===== src/rtl/memwin_pkg.sv =====
package memwin_pkg;

   localparam int PAGE_SHIFT = 12;

   // Index of the shared enable byte.
   localparam logic [7:0] IDX_WIN_ENABLE = 8'h06;

   // Window k occupies index slot (WIN_BASE_SLOT + k), i.e. index 0x10 + 8*k.
   localparam int WIN_BASE_SLOT = 2;

   // Bit positions inside the configuration bytes.
   localparam int BIT_ENA_WIDE_DECODE = 5;
   localparam int BIT_START_W16       = 7;
   localparam int BIT_STOP_TSET1      = 6;
   localparam int BIT_OFF_ATTR        = 6;

   typedef enum logic [2:0] {
      FLD_START_LO = 3'd0,
      FLD_START_HI = 3'd1,
      FLD_STOP_LO  = 3'd2,
      FLD_STOP_HI  = 3'd3,
      FLD_OFF_LO   = 3'd4,
      FLD_OFF_HI   = 3'd5
   } win_fld_e;

   typedef struct packed {
      logic wide16;
      logic tset1;
      logic attr;
   } win_mode_t;

endpackage


===== src/rtl/memwin_regs.sv =====
module memwin_regs
   import memwin_pkg::*;
#(
   parameter int NUM_WIN = 4,
   parameter int HPAGE_W = 12,
   parameter int CPAGE_W = 14
) (
   input  logic                              clk,
   input  logic                              rst_n,
   input  logic                              cfg_we,
   input  logic [7:0]                        cfg_idx,
   input  logic [7:0]                        cfg_wdata,
   output logic [NUM_WIN-1:0]                win_en,
   output logic                              wide_dec,
   output logic [NUM_WIN-1:0][HPAGE_W-1:0]   start_pg,
   output logic [NUM_WIN-1:0][HPAGE_W-1:0]   stop_pg,
   output logic [NUM_WIN-1:0][CPAGE_W-1:0]   off_pg,
   output win_mode_t [NUM_WIN-1:0]           mode
);

   localparam int HHI_W = HPAGE_W - 8;
   localparam int CHI_W = CPAGE_W - 8;

   // Shared enable byte
   always_ff @(posedge clk or negedge rst_n) begin
      if (!rst_n) begin
         win_en   <= '0;
         wide_dec <= 1'b0;
      end else if (cfg_we && (cfg_idx == IDX_WIN_ENABLE)) begin
         win_en   <= cfg_wdata[NUM_WIN-1:0];
         wide_dec <= cfg_wdata[BIT_ENA_WIDE_DECODE];
      end
   end

   // Per-window byte registers
   for (genvar i = 0; i < NUM_WIN; i++) begin : g_win
      localparam logic [4:0] SLOT = 5'(WIN_BASE_SLOT + i);

      logic             sel;
      logic [7:0]       st_lo, sp_lo, of_lo;
      logic [HHI_W-1:0] st_hi, sp_hi;
      logic [CHI_W-1:0] of_hi;
      logic             w16_q, t1_q, attr_q;

      assign sel = cfg_we && (cfg_idx[7:3] == SLOT);

      always_ff @(posedge clk or negedge rst_n) begin
         if (!rst_n) begin
            st_lo  <= '0;
            st_hi  <= '0;
            sp_lo  <= '0;
            sp_hi  <= '0;
            of_lo  <= '0;
            of_hi  <= '0;
            w16_q  <= 1'b0;
            t1_q   <= 1'b0;
            attr_q <= 1'b0;
         end else if (sel) begin
            case (win_fld_e'(cfg_idx[2:0]))
               FLD_START_LO: st_lo <= cfg_wdata;
               FLD_START_HI: begin
                  st_hi <= cfg_wdata[HHI_W-1:0];
                  w16_q <= cfg_wdata[BIT_START_W16];
               end
               FLD_STOP_LO:  sp_lo <= cfg_wdata;
               FLD_STOP_HI: begin
                  sp_hi <= cfg_wdata[HHI_W-1:0];
                  t1_q  <= cfg_wdata[BIT_STOP_TSET1];
               end
               FLD_OFF_LO:   of_lo <= cfg_wdata;
               FLD_OFF_HI: begin
                  of_hi  <= cfg_wdata[CHI_W-1:0];
                  attr_q <= cfg_wdata[BIT_OFF_ATTR];
               end
               default: ;
            endcase
         end
      end

      assign start_pg[i] = {st_hi, st_lo};
      assign stop_pg[i]  = {sp_hi, sp_lo};
      assign off_pg[i]   = {of_hi, of_lo};
      assign mode[i]     = '{wide16: w16_q, tset1: t1_q, attr: attr_q};
   end

endmodule


===== src/rtl/memwin_match.sv =====
module memwin_match #(
   parameter int HPAGE_W  = 12,
   parameter int NARROW_W = 8
) (
   input  logic               en,
   input  logic               wide_dec,
   input  logic [HPAGE_W-1:0] page,
   input  logic [HPAGE_W-1:0] start_pg,
   input  logic [HPAGE_W-1:0] stop_pg,
   output logic               hit
);

   localparam logic [HPAGE_W-1:0] NARROW_MASK = HPAGE_W'((1 << NARROW_W) - 1);

   logic [HPAGE_W-1:0] mask, p, lo, hi;

   always_comb begin
      mask = wide_dec ? '1 : NARROW_MASK;
      p    = page & mask;
      lo   = start_pg & mask;
      hi   = stop_pg & mask;
      hit  = en && (p >= lo) && (p <= hi);
   end

endmodule


===== src/rtl/memwin_pick.sv =====
module memwin_pick
   import memwin_pkg::*;
#(
   parameter int NUM_WIN = 4,
   parameter int CPAGE_W = 14,
   parameter int IDX_W   = 2
) (
   input  logic [NUM_WIN-1:0]              match,
   input  logic [NUM_WIN-1:0][CPAGE_W-1:0] off_pg,
   input  win_mode_t [NUM_WIN-1:0]         mode,
   output logic [NUM_WIN-1:0]              grant,
   output logic                            any,
   output logic [IDX_W-1:0]                sel_idx,
   output logic [CPAGE_W-1:0]              sel_off,
   output win_mode_t                       sel_mode
);

   // Scan from the top down so that the lowest matching window is applied last.
   always_comb begin
      grant    = '0;
      sel_idx  = '0;
      sel_off  = '0;
      sel_mode = '0;
      for (int k = NUM_WIN - 1; k >= 0; k--) begin
         if (match[k]) begin
            grant    = '0;
            grant[k] = 1'b1;
            sel_idx  = IDX_W'(k);
            sel_off  = off_pg[k];
            sel_mode = mode[k];
         end
      end
      any = |match;
   end

endmodule


===== src/rtl/memwin_xlate.sv =====
module memwin_xlate
   import memwin_pkg::*;
#(
   parameter int NUM_WIN   = 4,
   parameter int HOST_AW   = 24,
   parameter int CARD_AW   = 26,
   parameter int NARROW_AW = 20,
   localparam int WIN_IDX_W = (NUM_WIN > 1) ? $clog2(NUM_WIN) : 1
) (
   input  logic                 clk,
   input  logic                 rst_n,
   input  logic                 cfg_we,
   input  logic [7:0]           cfg_idx,
   input  logic [7:0]           cfg_wdata,
   input  logic                 host_stb,
   input  logic [HOST_AW-1:0]   host_addr,
   output logic                 xl_hit,
   output logic [CARD_AW-1:0]   xl_card_addr,
   output logic                 xl_attr,
   output logic                 xl_wide16,
   output logic                 xl_tset1,
   output logic [WIN_IDX_W-1:0] xl_win
);

   localparam int HPAGE_W   = HOST_AW - PAGE_SHIFT;
   localparam int CPAGE_W   = CARD_AW - PAGE_SHIFT;
   localparam int NARROW_PW = NARROW_AW - PAGE_SHIFT;
   localparam logic [HPAGE_W-1:0] NARROW_MASK = HPAGE_W'((1 << NARROW_PW) - 1);

   // Elaboration-time parameter checks
   if (NUM_WIN < 1 || NUM_WIN > 4) begin : g_bad_num_win
      $error("memwin_xlate: NUM_WIN must be 1..4");
   end
   if (HPAGE_W < 9 || HPAGE_W > 14) begin : g_bad_host_aw
      $error("memwin_xlate: HOST_AW must give 9..14 page bits");
   end
   if (CPAGE_W < 9 || CPAGE_W > 14) begin : g_bad_card_aw
      $error("memwin_xlate: CARD_AW must give 9..14 page bits");
   end
   if (CARD_AW < HOST_AW) begin : g_bad_card_vs_host
      $error("memwin_xlate: CARD_AW must not be narrower than HOST_AW");
   end
   if (NARROW_PW < 1 || NARROW_AW > HOST_AW) begin : g_bad_narrow
      $error("memwin_xlate: NARROW_AW out of range");
   end

   logic [NUM_WIN-1:0]              win_en;
   logic                            wide_dec;
   logic [NUM_WIN-1:0][HPAGE_W-1:0] start_pg, stop_pg;
   logic [NUM_WIN-1:0][CPAGE_W-1:0] off_pg;
   win_mode_t [NUM_WIN-1:0]         mode;

   memwin_regs #(
      .NUM_WIN (NUM_WIN),
      .HPAGE_W (HPAGE_W),
      .CPAGE_W (CPAGE_W)
   ) u_regs (
      .clk       (clk),
      .rst_n     (rst_n),
      .cfg_we    (cfg_we),
      .cfg_idx   (cfg_idx),
      .cfg_wdata (cfg_wdata),
      .win_en    (win_en),
      .wide_dec  (wide_dec),
      .start_pg  (start_pg),
      .stop_pg   (stop_pg),
      .off_pg    (off_pg),
      .mode      (mode)
   );

   // Effective host page after the decode-width choice
   logic [HPAGE_W-1:0] eff_pg;
   assign eff_pg = wide_dec ? host_addr[HOST_AW-1:PAGE_SHIFT]
                            : (host_addr[HOST_AW-1:PAGE_SHIFT] & NARROW_MASK);

   logic [NUM_WIN-1:0] match;

   for (genvar i = 0; i < NUM_WIN; i++) begin : g_match
      memwin_match #(
         .HPAGE_W  (HPAGE_W),
         .NARROW_W (NARROW_PW)
      ) u_match (
         .en       (win_en[i]),
         .wide_dec (wide_dec),
         .page     (eff_pg),
         .start_pg (start_pg[i]),
         .stop_pg  (stop_pg[i]),
         .hit      (match[i])
      );
   end

   logic [NUM_WIN-1:0]   grant;
   logic                 any;
   logic [WIN_IDX_W-1:0] sel_idx;
   logic [CPAGE_W-1:0]   sel_off;
   win_mode_t            sel_mode;

   memwin_pick #(
      .NUM_WIN (NUM_WIN),
      .CPAGE_W (CPAGE_W),
      .IDX_W   (WIN_IDX_W)
   ) u_pick (
      .match    (match),
      .off_pg   (off_pg),
      .mode     (mode),
      .grant    (grant),
      .any      (any),
      .sel_idx  (sel_idx),
      .sel_off  (sel_off),
      .sel_mode (sel_mode)
   );

   // Card page: host page plus offset, wrapping in the card space
   logic [CPAGE_W-1:0] card_pg;
   assign card_pg = CPAGE_W'(eff_pg) + sel_off;

   always_ff @(posedge clk or negedge rst_n) begin
      if (!rst_n) begin
         xl_hit       <= 1'b0;
         xl_card_addr <= '0;
         xl_attr      <= 1'b0;
         xl_wide16    <= 1'b0;
         xl_tset1     <= 1'b0;
         xl_win       <= '0;
      end else if (host_stb && any) begin
         xl_hit       <= 1'b1;
         xl_card_addr <= {card_pg, host_addr[PAGE_SHIFT-1:0]};
         xl_attr      <= sel_mode.attr;
         xl_wide16    <= sel_mode.wide16;
         xl_tset1     <= sel_mode.tset1;
         xl_win       <= sel_idx;
      end else begin
         xl_hit       <= 1'b0;
         xl_card_addr <= '0;
         xl_attr      <= 1'b0;
         xl_wide16    <= 1'b0;
         xl_tset1     <= 1'b0;
         xl_win       <= '0;
      end
   end

endmodule


===== config.mk =====
export PLATFORM = sky130hd
export DESIGN_NAME = memwin_xlate
export DESIGN_NICKNAME = d
export VERILOG_FILES = /design/src/rtl/memwin_pkg.sv /design/src/rtl/memwin_regs.sv /design/src/rtl/memwin_match.sv /design/src/rtl/memwin_pick.sv /design/src/rtl/memwin_xlate.sv
export SDC_FILE = /design/constraint.sdc
export NUM_CORES = 1
export LEC_CHECK = 0
export BUFFER_PORTS_ARGS = -buffer_cell sky130_fd_sc_hd__buf_2
export CORE_ASPECT_RATIO = 0.6
export CORE_MARGIN = 3
export CORE_UTILIZATION = 35
export CTS_CLUSTER_SIZE = 14
export DETAILED_ROUTE_END_ITERATION = 10
export SLEW_MARGIN = 20
export SYNTH_ARGS = -nofsm -noshare
export SYNTH_HDL_FRONTEND = slang
export SYNTH_SLANG_ARGS = --single-unit

===== constraint.sdc =====
create_clock -name clk -period 13.2 [get_ports clk]
set_clock_uncertainty 0.2 [all_clocks]
set_input_delay 0.66 -clock clk [delete_from_list [all_inputs] [get_ports clk]]
set_output_delay 0.66 -clock clk [all_outputs]
set_load 0.005 [all_outputs]

# == Yosys cells after proc, flatten, opt, wreduce, memory -nomap -nowiden ==
# Cells that the tools add are included.
# totals
mem_bits_ro,0
in_bits,44
latch_bits,0
n_memories,0
word_cells,132
output_inout_bits,32
regBits,201
ramBits,0
# op_classes
magnitude_cmp,8
shifts,0
n_reduce_logical,40
bitwise,9
add_sub_neg,1
n_mul,0
n_eq_ne,10
div,0
mux,20
# op_table
cell,n
12-bit bitwise AND,9
14-bit 2-to-1 mux,4
12-bit >= comparator,4
12-bit less-or-equal comparator,4
2-bit AND reduction,24
26-bit 2-to-1 mux,1
12-bit 2-to-1 mux,2
12-bit by 14-bit adder with 14-bit output,1
1-bit logical AND,14
3-bit 2-to-1 mux,4
"5-bit by 2-bit equality test with 1-bit output, second input constant",2
"5-bit by 3-bit equality test with 1-bit output, second input constant",2
2-bit 2-to-1 mux,5
"8-bit by 3-bit equality test with 1-bit output, second input constant",1
"3-bit by 2-bit equality test with 1-bit output, second input constant",2
"3-bit equality test, second input constant",2
1-bit 2-to-1 mux,4
4-bit OR reduction,1
"3-bit by 1-bit equality test with 1-bit output, second input constant",1
3-bit zero test,1

# == Logic depth before layout (Yosys ltp) ==
# Gate-level depths: netlist of the first run.
# depth
depth_word,11
mapped_depth,28
depth_no_buf,22

# == Modules after synthesis ==
# From an unflattened synthesis of the first run, not the netlist that was laid out.
# unflattened
hier_cells,978
area_unflattened_um2,11280.8
# by_module_without_submodules
module,instances,seq_area_each_um2,area_per_inst_um2,cells_each
memwin_regs,1,4229.1,6650.1,406
memwin_match,4,0.0,635.6,87
memwin_xlate,1,800.8,1607.8,151
memwin_pick,1,0.0,480.5,73

# == Worst setup path after synthesis of the first run ==
# Ideal clock, no wire load.
# synth_path
path_kind,register -> register
from,reg u_regs.wide_dec
to,reg xl_card_addr[24]
slack_ps,7687
stages_incl_launch_ff,28
t_required_ps,12879
setup_ps,121
period_less_slack_ps,5513
path_buffers,6
t_arrival_ps,5192
cell_sequence,dfrtp_1 buf_2 buf_2 clkbuf_1 clkbuf_1 nand2_1 ha_1 a21oi_1 o21ai_0 a31o_1 a221o_1 and2_1 buf_4 clkbuf_1 a22o_1 mux2i_1 o21ai_1 ha_1 fa_1 nand3_1 a21oi_1 o21ai_1 nand2b_1 a31oi_1 o21ai_0 a311o_1 xnor2_1 nor2_1
# synth_between
elab_chain_cells,11
word_cells_on_any_way,35
cone_classes,add/sub: 1; order compare: 8; mux: 7; bitwise: 9; reduce/logical: 10
# synth_rtl
item,line,rtl
start: declaration,memwin_regs.sv:14,"output logic wide_dec,"
start signal: assignment,memwin_regs.sv:31,wide_dec <= cfg_wdata[BIT_ENA_WIDE_DECODE];
"12-bit 2-to-1 mux, on equally long branches","memwin_xlate.sv:73, memwin_match.sv:18",
"12-bit bitwise AND, on equally long branches","memwin_match.sv:19, memwin_match.sv:20",
12-bit >= comparator,memwin_match.sv:22,hit = en && (p >= lo) && (p <= hi);
1-bit logical AND (2 in a row),memwin_match.sv:22,
14-bit 2-to-1 mux (4 in a row),memwin_pick.sv:25,if (match[k]) begin
12-bit by 14-bit adder with 14-bit output,memwin_xlate.sv:115,assign card_pg = CPAGE_W'(eff_pg) + sel_off;
26-bit 2-to-1 mux (*),memwin_xlate.sv:125,end else if (host_stb && any) begin
end signal: assignment,memwin_xlate.sv:127,"xl_card_addr <= {card_pg, host_addr[PAGE_SHIFT-1:0]};"
end: declaration,memwin_xlate.sv:18,"output logic [CARD_AW-1:0] xl_card_addr,"
# Every way passes the cells marked *; elsewhere a longest branch is shown, timed or not.
# A chain may end at the register's enable or synchronous reset.

# == Final worst setup path of the first run ==
# Same ends and word-level chain as after synthesis.

==> impl_results.md, run 1 <==
* Routed Antenna Nets at 0
* CTS tree: built
* Setup CP Type: reg2reg
* Sw Share at 0.269
* Drt first pass iters at 5
* Commonest non-fill, non-tap cell in the layout: dfrtp_1
* Synth Cell Area at 10900 sq um
* DIE AREA at 33500 sq um
* Row cnt at 49
* Final setup TNS at 0 ns
* Wirelength per Cell at 20.7 microns
* Post-route DRC at 0
* Crit-path cells: and2_1 > ha_1 > a21o_1 > a31oi_1 > nand2_1 > o31ai_1 > and2_1 > nor2_8 > a22o_1 > mux2i_1 > o21ai_1 > ha_1 > fa_1 > nand3_1 > a21oi_1 > o21ai_1 > nand2b_1 > a31oi_1 > o21ai_0 > a311o_1 > xnor2_1 > nor2_1
* Pwr Density at 116 nW/um^2
* # diodes at 0
* Fin. Hold Viols at 0
* Pre-CTS setup slack at 6.88 ns
* #FFs+latches synth at 201
* Fraction of registers with async set/reset at 1.00
* Design area at 12400 sq um
* FILL cells at 2881
* Core Area at 30300 sq um
* Post-synth EDFFs at 0
* H-tree depth at 1
* Max Cap Viol at 0
* Gr ovfl total at 0
* Status: finished clean
* Unrepaired setup endpoints after global routing: false
* Largest net degree at the start of global routing at 76
* I/O Pins at 76
* CTS Sinks at 201
* Critical Path AT at 6.52 ns
* Crit path largest cell delay at 0.81 ns
* Crit path launch: u_regs.wide_dec
* Max Transition Viols Final at 0
* Post-DP HPWL at 20500 microns
* CP Launch Type: flip-flop
* Vias in the first global route at 7429
* Initial antenna violation count at 3
* Synth warn at 0
* Most frequent cells in the layout: 201 x dfrtp_1, 167 x mux2_2, 102 x ha_1
* Post-CTS sizing at 0
* Crit end category: flip-flop
* Worst IR drop on VDD at 0.0675 mV
* Ranking of synthesized cells by area: dfrtp_1 46%, mux2_2 17%, ha_1 12%
* Worst min path class: in2reg
* GPL Wtd Cong at 0.839
* Mean Syn Cell Area at 11.4 sq um
* Layout cell share with drive strength beyond 1 at 0.281
* Die X at 234 microns
* Nets at 1172
* R2r setup slk at 6.83 ns
* Via Count at 7685
* Post-synth top flop: dfrtp_1
* # port buffers at 75
* Final setup fails at 0
* Leading area contributor after synthesis: dfrtp_1
* Gr usage total at 0.182
* FMAX at 0.157 GHz
* Synth Net Count at 1103
* CP max FO at 20
* Area Growth Syn to Fin at 13.4%
* Cell variety after synth at 63
* Drt total wl at 30000 microns
* Logic gate share of total power at 0.126
* Final period util at 0.482
* Clock Latency Late Sink at 0.51 ns
* Setup WS post-layout at 6.83 ns
* Clk pwr share at 0.414
* Die span in y at 143 microns
* Fin crit period at 6.37 ns
* Seq pwr share at 0.461
* R2r worst-path depth at 22
* Syn Inst Count at 956
* Sw Pwr at 0.000386 W
* Num CTS Buffers at 21
* Synth top area share at 0.460
* Initial Util at 0.361
* DR vias/cell at 5.31
* Postcts setup bufs at 0
* Leakage power at 6.10 nW
* Critical R2R Launch: u_regs.wide_dec
* Slowest CP cell: and2_1
* Crit path max-delay family: compound AO/OA/AOI/OAI gates
* Buf/Inv on CP at 0
* Placed cell areas at 11700 sq um
* R2R Path End: xl_card_addr[24]
* Seq/Total Area, Yosys at 0.460
* First-pass GRT wire length at 46100 microns
* Worst setup endpoint: xl_card_addr[24]
* CTS Buffer Depth at 3
* Critical path depth at 22
* Req. time, crit path at 13.35 ns
* Max_slew headroom at 0.0903
* Hold_buf cts at 1
* Root buffer cell: clkbuf_16
* Internal Power at 0.00105 W
* Measured slew at the worst slew-check pin at 1.33 ns
* CTS clk-pin slew, worst paths at 0.06 ns
* Detailed Route Iter0 Violations at 627
==> routing by layer <==
metal	track usage	wire length (microns)	up-vias
met5	0.0128	58	-
met4	0.0273	422	2
met3	0.0361	1800	34
met2	0.256	12100	210
met1	0.289	15600	3887
li1	-	-	3552
==> logic make-up after synthesis <==
logic type / count (synthesis) / share of synthesized area
buf+inv: 103 / 0.0372
simple gates: 198 / 0.0883
xor+xnor: 18 / 0.0144
compound gates: 154 / 0.0990
mux: 179 / 0.183
flops: 201 / 0.460
fa+ha+maj: 103 / 0.118
==> layout make-up <==
class / count / area (sq um) / share of cell area
inverter: 68 / 255 / 0.0206
timing repair buffer: 81 / 432 / 0.0348
clock inverter: 11 / 88.8 / 0.00716
sequential: 201 / 5030 / 0.405
multi-input combinational: 652 / 5500 / 0.444
clock buffer: 26 / 584 / 0.0471
tap: 408 / 510 / 0.0412
==> flip-flops by register name, summed over array words and instances (netlist names), 16 cells and up <==
signal              count
u_regs.g_win.of_hi     24
u_regs.g_win.of_lo     32
u_regs.g_win.sp_hi     16
u_regs.g_win.sp_lo     32
u_regs.g_win.st_hi     16
u_regs.g_win.st_lo     32
xl_card_addr           26
==> worst min-delay path by stage <==
stage | start | endpoint | cells after the start | slack, ns
after CTS | host_addr[1] | xl_card_addr[1] | 2 | 0.14
final | host_addr[1] | xl_card_addr[1] | 2 | 0.15
after floorplan | rst_n | u_regs.g_win[0].attr_q | 0 | 0.16
after detailed placement | u_regs.g_win[1].of_hi[4] | u_regs.g_win[1].of_hi[4] | 1 | 0.29
after global placement | u_regs.g_win[1].of_hi[4] | u_regs.g_win[1].of_hi[4] | 1 | 0.28
after global routing | host_addr[3] | xl_card_addr[3] | 2 | 0.15
==> power by group through the flow <==
stage / logic, W / clock network [W] / registers, W
finish: 0.000180 / 0.000593 / 0.000661
floorplan: 0.000108 / 0 / 0.000667
global placement: 0.000175 / 0 / 0.000671
detailed placement: 0.000178 / 0 / 0.000672
global route: 0.000202 / 0.000634 / 0.000664
CTS: 0.000180 / 0.000609 / 0.000660
==> stage by stage <==
step	total power, W	utilization	hold WS, ns	cells
2_1_floorplan	0.000775	-	0.164	956
5_1_grt	0.00150	0.409	0.147	1447
4_1_cts	0.00145	0.409	0.139	1447
6_report	0.00143	0.409	0.155	1447
3_5_place_dp	0.000850	0.386	0.289	1409
3_3_place_gp	0.000846	0.386	0.284	1409
==> synthesized netlist by cell type (4+ instances only) <==
| cell | n |
|---|---|
| nor3_1 | 6 |
| nand2_1 | 82 |
| xnor2_1 | 6 |
| a22o_1 | 12 |
| nand2b_1 | 6 |
| mux2_2 | 167 |
| clkbuf_1 | 26 |
| o21a_1 | 4 |
| o211ai_1 | 7 |
| nor2b_1 | 9 |
| a2111oi_0 | 8 |
| nand3_1 | 16 |
| a21o_1 | 6 |
| o21ai_0 | 12 |
| a21oi_1 | 40 |
| mux2i_1 | 12 |
| and3_1 | 4 |
| o21ai_1 | 20 |
| nor3b_1 | 4 |
| dfrtp_1 | 201 |
| a31o_1 | 5 |
| nand4_1 | 12 |
| buf_2 | 7 |
| a211oi_1 | 4 |
| nor2_1 | 30 |
| and2_1 | 21 |
| ha_1 | 102 |
| xor2_1 | 12 |
| inv_1 | 66 |
Power figures use the tool's default switching activity.
==> inputs of run 2 (changes only) <==
==> constraint.sdc (replaced) <==
create_clock -name clk -period 6.06 [get_ports clk]
set_clock_uncertainty 0.2 [all_clocks]
set_input_delay 0.303 -clock clk [delete_from_list [all_inputs] [get_ports clk]]
set_output_delay 0.303 -clock clk [all_outputs]
set_load 0.005 [all_outputs]
==> run 2 against run 1 <==
Compared with the run above: worst setup slack got worse by 6.4 ns; sequential cell count unchanged; global-route usage down 0.12 points; clock-buffer cell count increased by 6; via count up 1.6%; highest routed layer is now met4; sequential power grew 120%; utilization increased by 0.76 points; wire length decreased by 0.11%; hold slack got worse by 0.027 ns; critical endpoint unchanged.
==> impl_results.md, run 2 (synthesis gave the netlist of run 1 again) <==
* Fin. Hold Viols at 0 (unchanged)
* Row cnt at 49 (unchanged)
* Status: finished clean
* Max Cap Viol at 0 (unchanged)
* CP Launch Type: flip-flop
* Top flop regs: u_regs.g_win.of_lo (32), u_regs.g_win.sp_lo (32), u_regs.g_win.st_lo (32)
* GPL Wtd Cong at 0.864 (+2.9%)
* Die X at 234 microns (unchanged)
* Final period util at 0.924 (+0.441)
* Max_slew headroom at 0.254 (+0.164)
* Wirelength per Cell at 20.4 microns (-1.5%)
* Measured slew at the worst slew-check pin at 1.10 ns (-0.226 ns)
* Buf/Inv on CP at 0 (unchanged)
* Gr usage total at 0.181 (-0.00118)
* Drt total wl at 29900 microns (-0.11%)
* Initial Util at 0.361 (unchanged)
* DR vias/cell at 5.32 (+0.12%)
* Worst min path class: in2reg
* Area Growth Syn to Fin at 15.5%
* Post-route DRC at 0 (unchanged)
* Via Count at 7806 (+1.6%)
* Postcts setup bufs at 0 (unchanged)
* Setup WS post-layout at 0.463 ns (-6.37 ns)
* Fin crit period at 5.60 ns (-0.771 ns)
* Crit end category: flip-flop
* DIE AREA at 33500 sq um (unchanged)
* Clock Latency Late Sink at 0.53 ns (+0.02 ns)
* Critical Path AT at 5.80 ns (-0.72 ns)
* Final setup TNS at 0 ns (unchanged)
* Final setup fails at 0 (unchanged)
* CTS Buffer Depth at 3 (unchanged)
* FILL cells at 2907 (+0.90%)
* Drt first pass iters at 7 (+2)
* Vias in the first global route at 7694 (+3.6%)
* Commonest non-fill, non-tap cell in the layout: dfrtp_1
* Setup CP Type: reg2reg
* Die span in y at 143 microns (unchanged)
* Gr ovfl total at 0 (unchanged)
* Initial antenna violation count at 1 (-2)
* Layout cell share with drive strength beyond 1 at 0.281 (about the same)
* Core Area at 30300 sq um (unchanged)
* Unrepaired setup endpoints after global routing: false
* CTS clk-pin slew, worst paths at 0.06 ns (about the same)
* Most frequent cells in the layout: 201 x dfrtp_1, 167 x mux2_2, 102 x ha_1
* First-pass GRT wire length at 46200 microns (+0.28%)
* Slowest CP cell: dfrtp_1
* CTS Sinks at 201 (unchanged)
* FMAX at 0.179 GHz (+14%)
* Num CTS Buffers at 21 (unchanged)
* Nets at 1192 (+1.7%)
* Detailed Route Iter0 Violations at 621 (-0.96%)
* Routed Antenna Nets at 0 (unchanged)
* Pwr Density at 253 nW/um^2 (+120%)
* Crit-path cells: and2_1 > ha_1 > nand4_1 > a2111o_1 > nor4_1 > a221o_1 > and2_1 > nor2_8 > a22o_1 > mux2i_1 > o21ai_1 > ha_1 > fa_1 > nand3_1 > a21oi_1 > o21ai_1 > nand2b_1 > a31oi_1 > o21ai_0 > a311o_1 > xnor2_1 > nor2_1
* # diodes at 0 (unchanged)
* I/O Pins at 76 (unchanged)
* Crit path max-delay family: compound AO/OA/AOI/OAI gates
* # port buffers at 75 (unchanged)
* Post-DP HPWL at 21000 microns (+2.4%)
* Root buffer cell: clkbuf_16
* Pre-CTS setup slack at 0.501 ns (-6.38 ns)
* Largest net degree at the start of global routing at 73 (-3.9%)
* Crit path largest cell delay at 0.66 ns (-0.15 ns)
* H-tree depth at 1 (unchanged)
* Leakage power at 6.21 nW (+1.8%)
* Max Transition Viols Final at 0 (unchanged)
* Req. time, crit path at 6.26 ns (-7.09 ns)
* Worst IR drop on VDD at 0.180 mV (+170%)
* CP max FO at 19 (-5.0%)
* CTS tree: built
==> run 2: final timing paths <==
path / cells past startpoint / startpoint / endpoint / slack [ns]
hold reg to reg: 1 / u_regs.g_win[1].st_lo[1] / u_regs.g_win[1].st_lo[1] / 0.30
min in group asynchronous: 2 / rst_n / u_regs.g_win[1].st_lo[5] / 0.16
max in group asynchronous: 3 / rst_n / xl_card_addr[25] / 4.16
setup / recovery: 22 / u_regs.wide_dec / xl_card_addr[24] / 0.46
setup reg to reg: 22 / u_regs.wide_dec / xl_card_addr[24] / 0.46
hold / removal: 3 / cfg_wdata[5] / u_regs.wide_dec / 0.13
==> run 2: cell type report <==
cell class	count	area (sq um)	area share
tap	408	510	0.0404
clock buffer	32	657	0.0520
multi-input combinational	652	5500	0.436
timing repair buffer	101	617	0.0488
clock inverter	6	62.6	0.00495
inverter	68	255	0.0202
sequential	201	5030	0.398
==> run 2: stage by stage <==
stage               std cells  power (W)  instance area (sq um)  utilization  hold WS (ns)
global placement         1415    0.00184                  11800        0.388         0.163
finish                   1468    0.00319                  12600        0.416         0.128
detailed placement       1415    0.00185                  11800        0.388         0.166
CTS                      1468    0.00323                  12600        0.416         0.101
floorplan                 956    0.00169                  10900            -        -0.193
global route             1468    0.00334                  12600        0.416         0.124
==> run 2: report_power, final <==
group,switching (W),leakage [nW],internal [W]
clock,0.000561,0.361,0.000792
combinational,0.000241,3.09,0.000159
sequential,0.0000350,2.76,0.00140
total,0.000837,6.21,0.00236
==> run 2: worst min-delay path: cells and delay by family <==
kind | cells | cell delay, ns
compound gates | 1 | 0.07
buf+inv | 1 | 0.29
simple gates | 1 | 0.12
==> run 2: routing by layer <==
metal / up-vias / global-route usage / wire, microns
met2: 198 / 0.250 / 11800
met4: 0 / 0.0331 / 556
met1: 3961 / 0.287 / 15800
met3: 42 / 0.0405 / 1810
met5: - / 0 / 0
li1: 3605 / - / -
==> run 2: what timing repair did <==
item                                    in CTS  in global routing
gates resized for setup                      0                  0
hold buffers                                15                  0
hold endpoints to repair                    88                  0
endpoints found under the setup margin       0                  0
